--- src/rtl/cmdseq_pkg.sv ---
package cmdseq_pkg;

    localparam int WORD_W   = 16;
    localparam int RST_BIT  = 15;
    localparam int BUSY_BIT = 0;
    localparam int OP_LO    = 8;
    localparam int OP_W     = 4;
    localparam int CH_LO    = 4;
    localparam int CH_W     = 4;

    // bits that must be zero in any accepted word: 14:12 and 3:1
    localparam logic [WORD_W-1:0] RSV_MASK = 16'h700E;

    localparam int NUM_FLAGS = 3;
    localparam int FLAG_INV  = 0;
    localparam int FLAG_OVR  = 1;
    localparam int FLAG_TMO  = 2;

    typedef enum logic [1:0] {
        SEQ_IDLE  = 2'd0,
        SEQ_ISSUE = 2'd1,
        SEQ_WAIT  = 2'd2,
        SEQ_RESET = 2'd3
    } seq_state_e;

    typedef struct packed {
        logic            ok;
        logic            rst;
        logic [OP_W-1:0] op;
        logic [CH_W-1:0] ch;
        logic            sem;
    } cmd_fields_t;

endpackage

--- src/rtl/cmdseq_decode.sv ---
module cmdseq_decode
    import cmdseq_pkg::*;
(
    input  logic [WORD_W-1:0] word,
    output cmd_fields_t       fields
);

    always_comb begin
        fields.ok  = ((word & RSV_MASK) == '0);
        fields.rst = word[RST_BIT];
        fields.op  = word[OP_LO +: OP_W];
        fields.ch  = word[CH_LO +: CH_W];
        fields.sem = word[BUSY_BIT];
    end

endmodule

--- src/rtl/cmdseq_timer.sv ---
module cmdseq_timer #(
    parameter int CW = 4
) (
    input  logic          clk,
    input  logic          rst_n,
    input  logic          run,
    input  logic          clr,
    input  logic [CW-1:0] limit,
    output logic          expire
);

    logic [CW-1:0] cnt_q;

    always_ff @(posedge clk or negedge rst_n) begin
        if (!rst_n) begin
            cnt_q <= '0;
        end else if (!run || clr) begin
            cnt_q <= '0;
        end else begin
            cnt_q <= cnt_q + 1'b1;
        end
    end

    assign expire = run && (cnt_q == (limit - 1'b1));

endmodule

--- src/rtl/cmdseq_status.sv ---
module cmdseq_status #(
    parameter int N = 3
) (
    input  logic         clk,
    input  logic         rst_n,
    input  logic [N-1:0] set,
    input  logic         clr_all,
    output logic [N-1:0] flags
);

    for (genvar i = 0; i < N; i++) begin : g_flag
        always_ff @(posedge clk or negedge rst_n) begin
            if (!rst_n) begin
                flags[i] <= 1'b0;
            end else if (clr_all) begin
                flags[i] <= 1'b0;
            end else if (set[i]) begin
                flags[i] <= 1'b1;
            end
        end
    end

endmodule

--- src/rtl/cmdseq_fsm.sv ---
module cmdseq_fsm
    import cmdseq_pkg::*;
(
    input  logic        clk,
    input  logic        rst_n,
    input  logic        host_wr,
    input  cmd_fields_t fields,
    input  logic        done,
    input  logic        expire,
    output seq_state_e  state,
    output logic        issue,
    output logic        eng_rst,
    output logic        tmr_run,
    output logic        tmr_clr,
    output logic        ev_load,
    output logic        ev_complete,
    output logic        ev_timeout,
    output logic        ev_rst_done,
    output logic        ev_invalid,
    output logic        ev_overrun
);

    seq_state_e state_q, state_d;
    logic       accept;

    // state register
    always_ff @(posedge clk or negedge rst_n) begin
        if (!rst_n) begin
            state_q <= SEQ_IDLE;
        end else begin
            state_q <= state_d;
        end
    end

    assign accept = host_wr && fields.ok && fields.sem;

    // next state
    always_comb begin
        state_d = state_q;
        unique case (state_q)
            SEQ_IDLE: begin
                if (accept) begin
                    state_d = fields.rst ? SEQ_RESET : SEQ_ISSUE;
                end
            end
            SEQ_ISSUE: begin
                state_d = SEQ_WAIT;
            end
            SEQ_WAIT: begin
                if (done || expire) begin
                    state_d = SEQ_IDLE;
                end
            end
            SEQ_RESET: begin
                if (expire) begin
                    state_d = SEQ_IDLE;
                end
            end
        endcase
    end

    // outputs and events
    always_comb begin
        issue       = 1'b0;
        eng_rst     = 1'b0;
        tmr_run     = 1'b0;
        ev_load     = 1'b0;
        ev_complete = 1'b0;
        ev_timeout  = 1'b0;
        ev_rst_done = 1'b0;
        ev_invalid  = 1'b0;
        ev_overrun  = 1'b0;
        unique case (state_q)
            SEQ_IDLE: begin
                ev_load    = accept;
                ev_invalid = host_wr && !fields.ok;
            end
            SEQ_ISSUE: begin
                issue      = 1'b1;
                ev_overrun = host_wr;
            end
            SEQ_WAIT: begin
                tmr_run     = 1'b1;
                ev_complete = done;
                ev_timeout  = !done && expire;
                ev_overrun  = host_wr;
            end
            SEQ_RESET: begin
                eng_rst     = 1'b1;
                tmr_run     = 1'b1;
                ev_rst_done = expire;
                ev_overrun  = host_wr;
            end
        endcase
    end

    assign tmr_clr = ev_complete || ev_timeout || ev_rst_done;
    assign state   = state_q;

endmodule

--- src/rtl/cmd_handshake_seq.sv ---
module cmd_handshake_seq
    import cmdseq_pkg::*;
#(
    parameter int TMO_LIMIT  = 10000,
    parameter int RST_CYCLES = 8
) (
    input  logic              clk,
    input  logic              rst_n,
    input  logic              host_wr,
    input  logic [WORD_W-1:0] host_wdata,
    output logic [WORD_W-1:0] host_rdata,
    output logic              err_invalid,
    output logic              err_overrun,
    output logic              err_timeout,
    output logic              eng_issue,
    output logic [OP_W-1:0]   eng_opcode,
    output logic [CH_W-1:0]   eng_chan,
    input  logic              eng_done,
    output logic              eng_reset
);

    localparam int MAXV = (TMO_LIMIT > RST_CYCLES) ? TMO_LIMIT : RST_CYCLES;
    localparam int CW   = $clog2(MAXV + 1);

    cmd_fields_t   fields;
    seq_state_e    state;
    logic          tmr_run, tmr_clr, expire;
    logic          ev_load, ev_complete, ev_timeout, ev_rst_done;
    logic          ev_invalid, ev_overrun;
    logic [CW-1:0] limit;
    logic [NUM_FLAGS-1:0] flag_set, flags;

    logic            rstb_q;
    logic [OP_W-1:0] op_q;
    logic [CH_W-1:0] ch_q;
    logic            busy_q;

    cmdseq_decode u_dec (
        .word   (host_wdata),
        .fields (fields)
    );

    cmdseq_fsm u_fsm (
        .clk         (clk),
        .rst_n       (rst_n),
        .host_wr     (host_wr),
        .fields      (fields),
        .done        (eng_done),
        .expire      (expire),
        .state       (state),
        .issue       (eng_issue),
        .eng_rst     (eng_reset),
        .tmr_run     (tmr_run),
        .tmr_clr     (tmr_clr),
        .ev_load     (ev_load),
        .ev_complete (ev_complete),
        .ev_timeout  (ev_timeout),
        .ev_rst_done (ev_rst_done),
        .ev_invalid  (ev_invalid),
        .ev_overrun  (ev_overrun)
    );

    assign limit = (state == SEQ_RESET) ? CW'(RST_CYCLES) : CW'(TMO_LIMIT);

    cmdseq_timer #(.CW(CW)) u_tmr (
        .clk    (clk),
        .rst_n  (rst_n),
        .run    (tmr_run),
        .clr    (tmr_clr),
        .limit  (limit),
        .expire (expire)
    );

    always_comb begin
        flag_set           = '0;
        flag_set[FLAG_INV] = ev_invalid;
        flag_set[FLAG_OVR] = ev_overrun;
        flag_set[FLAG_TMO] = ev_timeout;
    end

    cmdseq_status #(.N(NUM_FLAGS)) u_sts (
        .clk     (clk),
        .rst_n   (rst_n),
        .set     (flag_set),
        .clr_all (ev_rst_done),
        .flags   (flags)
    );

    // command register
    always_ff @(posedge clk or negedge rst_n) begin
        if (!rst_n) begin
            rstb_q <= 1'b0;
            op_q   <= '0;
            ch_q   <= '0;
            busy_q <= 1'b0;
        end else if (ev_load) begin
            rstb_q <= fields.rst;
            op_q   <= fields.op;
            ch_q   <= fields.ch;
            busy_q <= 1'b1;
        end else if (ev_rst_done) begin
            op_q   <= '0;
            ch_q   <= '0;
            busy_q <= 1'b0;
        end else if (ev_complete || ev_timeout) begin
            busy_q <= 1'b0;
        end
    end

    always_comb begin
        host_rdata                  = '0;
        host_rdata[RST_BIT]         = rstb_q;
        host_rdata[OP_LO +: OP_W]   = op_q;
        host_rdata[CH_LO +: CH_W]   = ch_q;
        host_rdata[BUSY_BIT]        = busy_q;
    end

    assign eng_opcode  = op_q;
    assign eng_chan    = ch_q;
    assign err_invalid = flags[FLAG_INV];
    assign err_overrun = flags[FLAG_OVR];
    assign err_timeout = flags[FLAG_TMO];

endmodule

--- config.mk ---
export PLATFORM = sky130hd
export DESIGN_NAME = cmd_handshake_seq
export DESIGN_NICKNAME = d
export VERILOG_FILES = /design/src/rtl/cmdseq_pkg.sv /design/src/rtl/cmdseq_decode.sv /design/src/rtl/cmdseq_timer.sv /design/src/rtl/cmdseq_status.sv /design/src/rtl/cmdseq_fsm.sv /design/src/rtl/cmd_handshake_seq.sv
export SDC_FILE = /design/constraint.sdc
export NUM_CORES = 1
export LEC_CHECK = 0
export CELL_PAD_IN_SITES_DETAIL_PLACEMENT = 2
export CELL_PAD_IN_SITES_GLOBAL_PLACEMENT = 2
export CORE_MARGIN = 2
export CORE_UTILIZATION = 38
export CTS_BUF_LIST = sky130_fd_sc_hd__clkbuf_16
export DETAILED_ROUTE_END_ITERATION = 8
export DONT_BUFFER_PORTS = 1
export PLACE_DENSITY = 0.76
export SKIP_LAST_GASP = 1
export SYNTH_ARGS = -nofsm -noshare
export SYNTH_HDL_FRONTEND = slang
export SYNTH_SLANG_ARGS = --single-unit
--- constraint.sdc ---
create_clock -name clk -period 2.5 [get_ports clk]
set_clock_uncertainty 0.15 [all_clocks]
set_input_delay 0 -clock clk [delete_from_list [all_inputs] [get_ports clk]]
set_output_delay 0 -clock clk [all_outputs]
set_load 0.005 [all_outputs]
## Word-level counts from Yosys, hierarchy flattened

Cells that the tools add are included.

| cells by class | value |
|---|---|
| bitwise logic cells | 0 |
| shifts and indexed selects | 0 |
| divide/modulo/power cells | 0 |
| $lt $le $gt $ge | 0 |
| mux-type cells | 28 |
| add/sub/neg operators | 2 |
| equality and inequality tests | 7 |
| multipliers | 0 |
| reduce and logical (&&, ||, !) cells | 22 |

Operator list:

| kind | number |
|---|---|
| 14-bit two-way mux | 2 |
| 1-bit two-way mux | 18 |
| 16-bit logical NOT | 1 |
| 14-bit by 1-bit adder with 14-bit output (second input constant) | 1 |
| 14-bit equality test | 1 |
| 14-bit by 1-bit subtractor with 14-bit output (second input constant) | 1 |
| 4-bit two-way mux | 3 |
| 2-bit two-way mux | 4 |
| 2-bit one-hot mux with 4 select lines | 1 |
| 2-bit nonzero test | 4 |
| 2-bit by 1-bit != test with 1-bit output (second input constant) | 3 |
| 1-bit logical AND | 5 |
| 2-bit equality test (second input constant) | 2 |
| 1-bit logical OR | 4 |
| 1-bit logical NOT | 3 |
| 3-bit AND reduction | 1 |
| 3-bit nonzero test | 1 |
| 3-bit OR reduction | 1 |
| 2-bit by 1-bit equality test with 1-bit output (second input constant) | 1 |
| 2-bit logical NOT | 1 |
| 2-bit OR reduction | 1 |

| storage, ports and cells | value |
|---|---|
| input port bits | 20 |
| memories | 0 |
| output and inout port bits | 29 |
| ROM bits | 0 |
| latch bits | 0 |
| register bits | 29 |
| memory bits (writable) | 0 |

## Longest topological paths before layout

| logic depth | value |
|---|---|
| word-level depth | 11 |
| gate-level depth with buffers | 6 |
| gate-level depth less buffers | 5 |

## By module

From an unflattened synthesis, not the netlist that was laid out.

| second synthesis, totals | value |
|---|---|
| cells, all modules | 215 |
| area, all modules | 2,024.4 um^2 |

Modules (own cells, without submodules):

| module | instances | area an instance (um^2) | cells each |
|---|---|---|---|
| cmdseq_timer | 1 | 1,143.6 | 136 |
| cmd_handshake_seq | 1 | 516.7 | 42 |
| cmdseq_fsm | 1 | 166.4 | 19 |
| cmdseq_status | 1 | 105.1 | 6 |
| cmdseq_decode | 1 | 92.6 | 12 |

## Worst setup path after synthesis

Ideal clock, no wire load.

| timing | value |
|---|---|
| path kind | register to register |
| start point | register u_tmr.cnt_q[5] |
| end point | register u_tmr.cnt_q[10] |
| arrival time | 1.471 ns |
| cell stages (with the launch flop) | 7 |
| slack | 0.745 ns |
| clock period less this slack | 1.755 ns |
| cell sequence | dfrtp_1 > buf_6 > nor4_1 > nand4b_1 > a21oi_2 > buf_4 > nor3_1 |

| on the way | value |
|---|---|
| word-level cells in the longest chain between the ends | 8 |
| elaborated cells between the ends (all ways) | 10 |
| those cells by class | add/sub (1); eq/ne (1); mux (3); reduce/logical (5) |

RTL lines:

| item | RTL line | RTL |
|---|---|---|
| from (decl) | cmdseq_timer.sv:12 | `logic [CW-1:0] cnt_q;` |
| from (signal assigned) | cmdseq_timer.sv:20 | `cnt_q <= cnt_q + 1'b1;` |
| branches (longest 7 deep; another with 14-bit by 1-bit adder with 14-bit output) | n/a |  |
| 14-bit two-way mux (*) | cmdseq_timer.sv:17 | `end else if (!run \|\| clr) begin` |

Every way passes the cells marked *.
A chain may end at the register's enable or synchronous reset.

## Worst setup path after layout

| timing | value |
|---|---|
| start point | register u_fsm.state_q[1] (netlist: u_fsm.state[1]) |
| end point | register rstb_q |

| on the way | value |
|---|---|
| word-level cells in the longest chain between the ends | 2 |

RTL lines:

| item | RTL line | RTL |
|---|---|---|
| from (decl) | cmdseq_fsm.sv:23 | `seq_state_e state_q, state_d;` |
| from (signal assigned) | cmdseq_fsm.sv:31 | `state_q <= state_d;` |
| 2-bit logical NOT | cmdseq_fsm.sv:73 | `unique case (state_q)` |
| 1-bit two-way mux | cmdseq_fsm.sv:73 |  |
| to (signal assigned) | cmd_handshake_seq.sv:97 | `rstb_q <= fields.rst;` |
| to (decl) | cmd_handshake_seq.sv:33 | `logic rstb_q;` |

No other way between the ends.

==> metrics <==
post-CTS setup buffer count 0; EDFF count, synth 0; Yosys top cell by area dfrtp_1; layout cell share with drive strength beyond 1 0.1132; Final nets 179; Hold Crit Class in -> async; CTS Buffer Depth 2; reg2reg setup slack 100 ps; Setup WS pre-CTS 402.7 ps; Pwr Density 624.3 nW/um2; yosys warns 0; Synth Instances 150; area delta synth->final 14.99%; Skew-Pair Late Insertion Delay 280 ps; worst setup path class reg -> reg; drt total wl 5.161 mm; H-Tree Level Count 2; Fill cells 403; status completed; area share of the largest cell type after synthesis 0.4600; Vias/cell 5.952; cell family with most CP delay simple AND/OR/NAND/NOR gates; DR iter-0 viols 67; slowest cell delay on critical path 560 ps; Least-Margin Pin Slew 656.4 ps; ANT nets after route 0; Final setup violation count 0; crit path launch type flop; Post-Syn Area 1578 um2; register area share after synthesis 0.4600; First-pass DRT Iterations 4; worst flop-to-flop path startpoint u_fsm.state[1]; most common flop cell mapped by yosys dfrtp_1; die area 4683 um2; first-pass GRT wire length 7.838 mm; syn avg cell area 10.52 um2; wire length per cell 24.69 um; Achievable Freq 0.4161 GHz; initial antenna violation count 0; largest net degree at the start of global routing 30; Area after DPL 1516 um2; RSZ-0062 raised after global routing false; Reg-to-Reg End rstb_q; DP HPWL 2.961 mm; drt drc 0; root buffer cell clkbuf_16; Die Span Y 68.44 um; CP max FO 10; grt ovf 0; static leakage 0.7636 nW; clk slew on worst S/H paths 50 ps; Slowest-stage cell, CP dlygate4sd3_1; Crit. path cell count 4; Synth async-reset ratio 1.000; fin worst setup slack 96.94 ps; Clock Sinks 29; endpoint class of the critical path flop; Synth cell types 46; # rows 23; final worst path period share 0.9612; vias in the first global route 1416; final slew viol count 0; GRT Total Usage 0.2458; via count 1244; final hold vios 0; register area 725.7 um2; top cells by area, synth dfrtp_1 (46%), buf_4 (8.6%), a22o_1 (4.4%), xor2_1 (4.4%), nor3_1 (3.8%); Hold Slack 34.32 ps; #FFs+latches synth 29; Worst Setup EP rstb_q; gp weighted congestion 0.7467; Max Cap Viol 0; Final Cell Area 1814 um2; Worst Path Buf+Inv 1; Setup TNS 0 ps; post-CTS sizing 0; Worst EP arrival 2410 ps; Slew HR 0.5511; PortBufs 0; chip width 68.44 um; Worst VDD drop 0.0002164 V; crit path from u_fsm.state[1]; total I/O pin count 49; initial core utilization 0.3944; Critical Path, Cell by Cell or2_2 > nor4_4 > mux2_1 > dlygate4sd3_1; # diodes 0; crit path time final 2403 ps; total CTS buffers 5; Reg2Reg Depth 4; core box area 4000 um2; hold_buf cts 15; multi-input combinational cell area 690.7 um2; TritonCTS clock tree built; Worst EP required 2510 ps
[how the worst min path moves through the flow]
stage | start | endpoint
3_5_place_dp | rst_n | rstb_q
6_report | rst_n | eng_opcode[2]
2_1_floorplan | rst_n | busy_q
5_1_grt | rst_n | busy_q
4_1_cts | rst_n | u_tmr.cnt_q[9]
3_3_place_gp | rst_n | rstb_q
[power breakdown]
group	switching [W]	internal, W	total (W)	leakage (nW)
registers	0.0000167	0.000484	0.000500	0.385
clock network	0.000212	0.000359	0.000571	0.0687
logic	0.0000306	0.0000307	0.0000613	0.310
[worst reg2reg max path: stages (launching register included)]
cell	delay [ps]
dfrtp_1	520
or2_2	410
nor4_4	290
mux2_1	360
dlygate4sd3_1	560
[flip-flops by register name, summed over array words and instances (netlist names)]
register	count
rstb_q	1
eng_chan	4
u_sts.flags	3
eng_opcode	4
u_fsm.state	2
u_tmr.cnt_q	14
busy_q	1
[synthesized netlist by cell type (2+ instances only)]
library cell and n:
buf_6 2, nor2b_1 2, nand4b_1 2, o21ai_0 3
dfrtp_1 29, a211oi_1 2, buf_4 18, nor2_1 2
a21oi_2 2, nand4_1 4, or3_1 2, a22o_1 8
inv_1 4, a21oi_1 3, xor2_1 8, and3_1 4
nor3_1 12, nand3_1 4, nand2_1 8, clkbuf_1 2
or2_2 2, and2_1 3
[cell type report]
cell class | count | share of cell area
clock buffer | 5 | 0.06897
clock inverter | 3 | 0.006897
inverter | 4 | 0.008276
multi-input combinational | 100 | 0.3807
sequential | 29 | 0.4000
tap | 50 | 0.03448
timing repair buffer | 18 | 0.1007
[per-layer routing]
layer	up-vias	track usage	share of wire
met5	-	0	0
met4	0	0.1450	0.040
met3	22	0.06414	0.049
met2	42	0.4279	0.51
met1	645	0.2650	0.40
li1	535	-	-
[cells in the final DEF, fill, tap and decap left out, drive strengths merged, types with 2 or more instances in the layout]
cell type and instances:
inv 4, o21ai 3, buf 4, nand3 5, and2 3, nor2 2
xor2 8, nor3 12, or3 2, nand2 8, clkbuf 5, and3 4
nor2b 2, dfrtp 29, nand4b 2, nor4 2, or2 3, nand4 4
dlygate4sd3 14, a211oi 3, conb 6, or4 2, clkinv 3, a22o 8
a21oi 5
[kinds of logic after synthesis]
logic type                 share of synthesized area
xor gates and xnor gates                     0.04996
DFF                                           0.4600
buffers and inverters                         0.1142
AOI/OAI and AO/OA                             0.1348
adders and majority gates                   0.007929
muxes                                       0.007137
and+or+nand+nor                               0.2236
other                                       0.002377
[per-stage QoR]
stage / instances / utilization / total power, W
2_1_floorplan: 155 / - / 0.0005461
3_3_place_gp: 186 / 0.3791 / 0.0005291
3_5_place_dp: 186 / 0.3791 / 0.0005319
4_1_cts: 209 / 0.4536 / 0.001129
5_1_grt: 209 / 0.4536 / 0.001173
6_report: 209 / 0.4536 / 0.001133
Power figures use the tool's default switching activity.
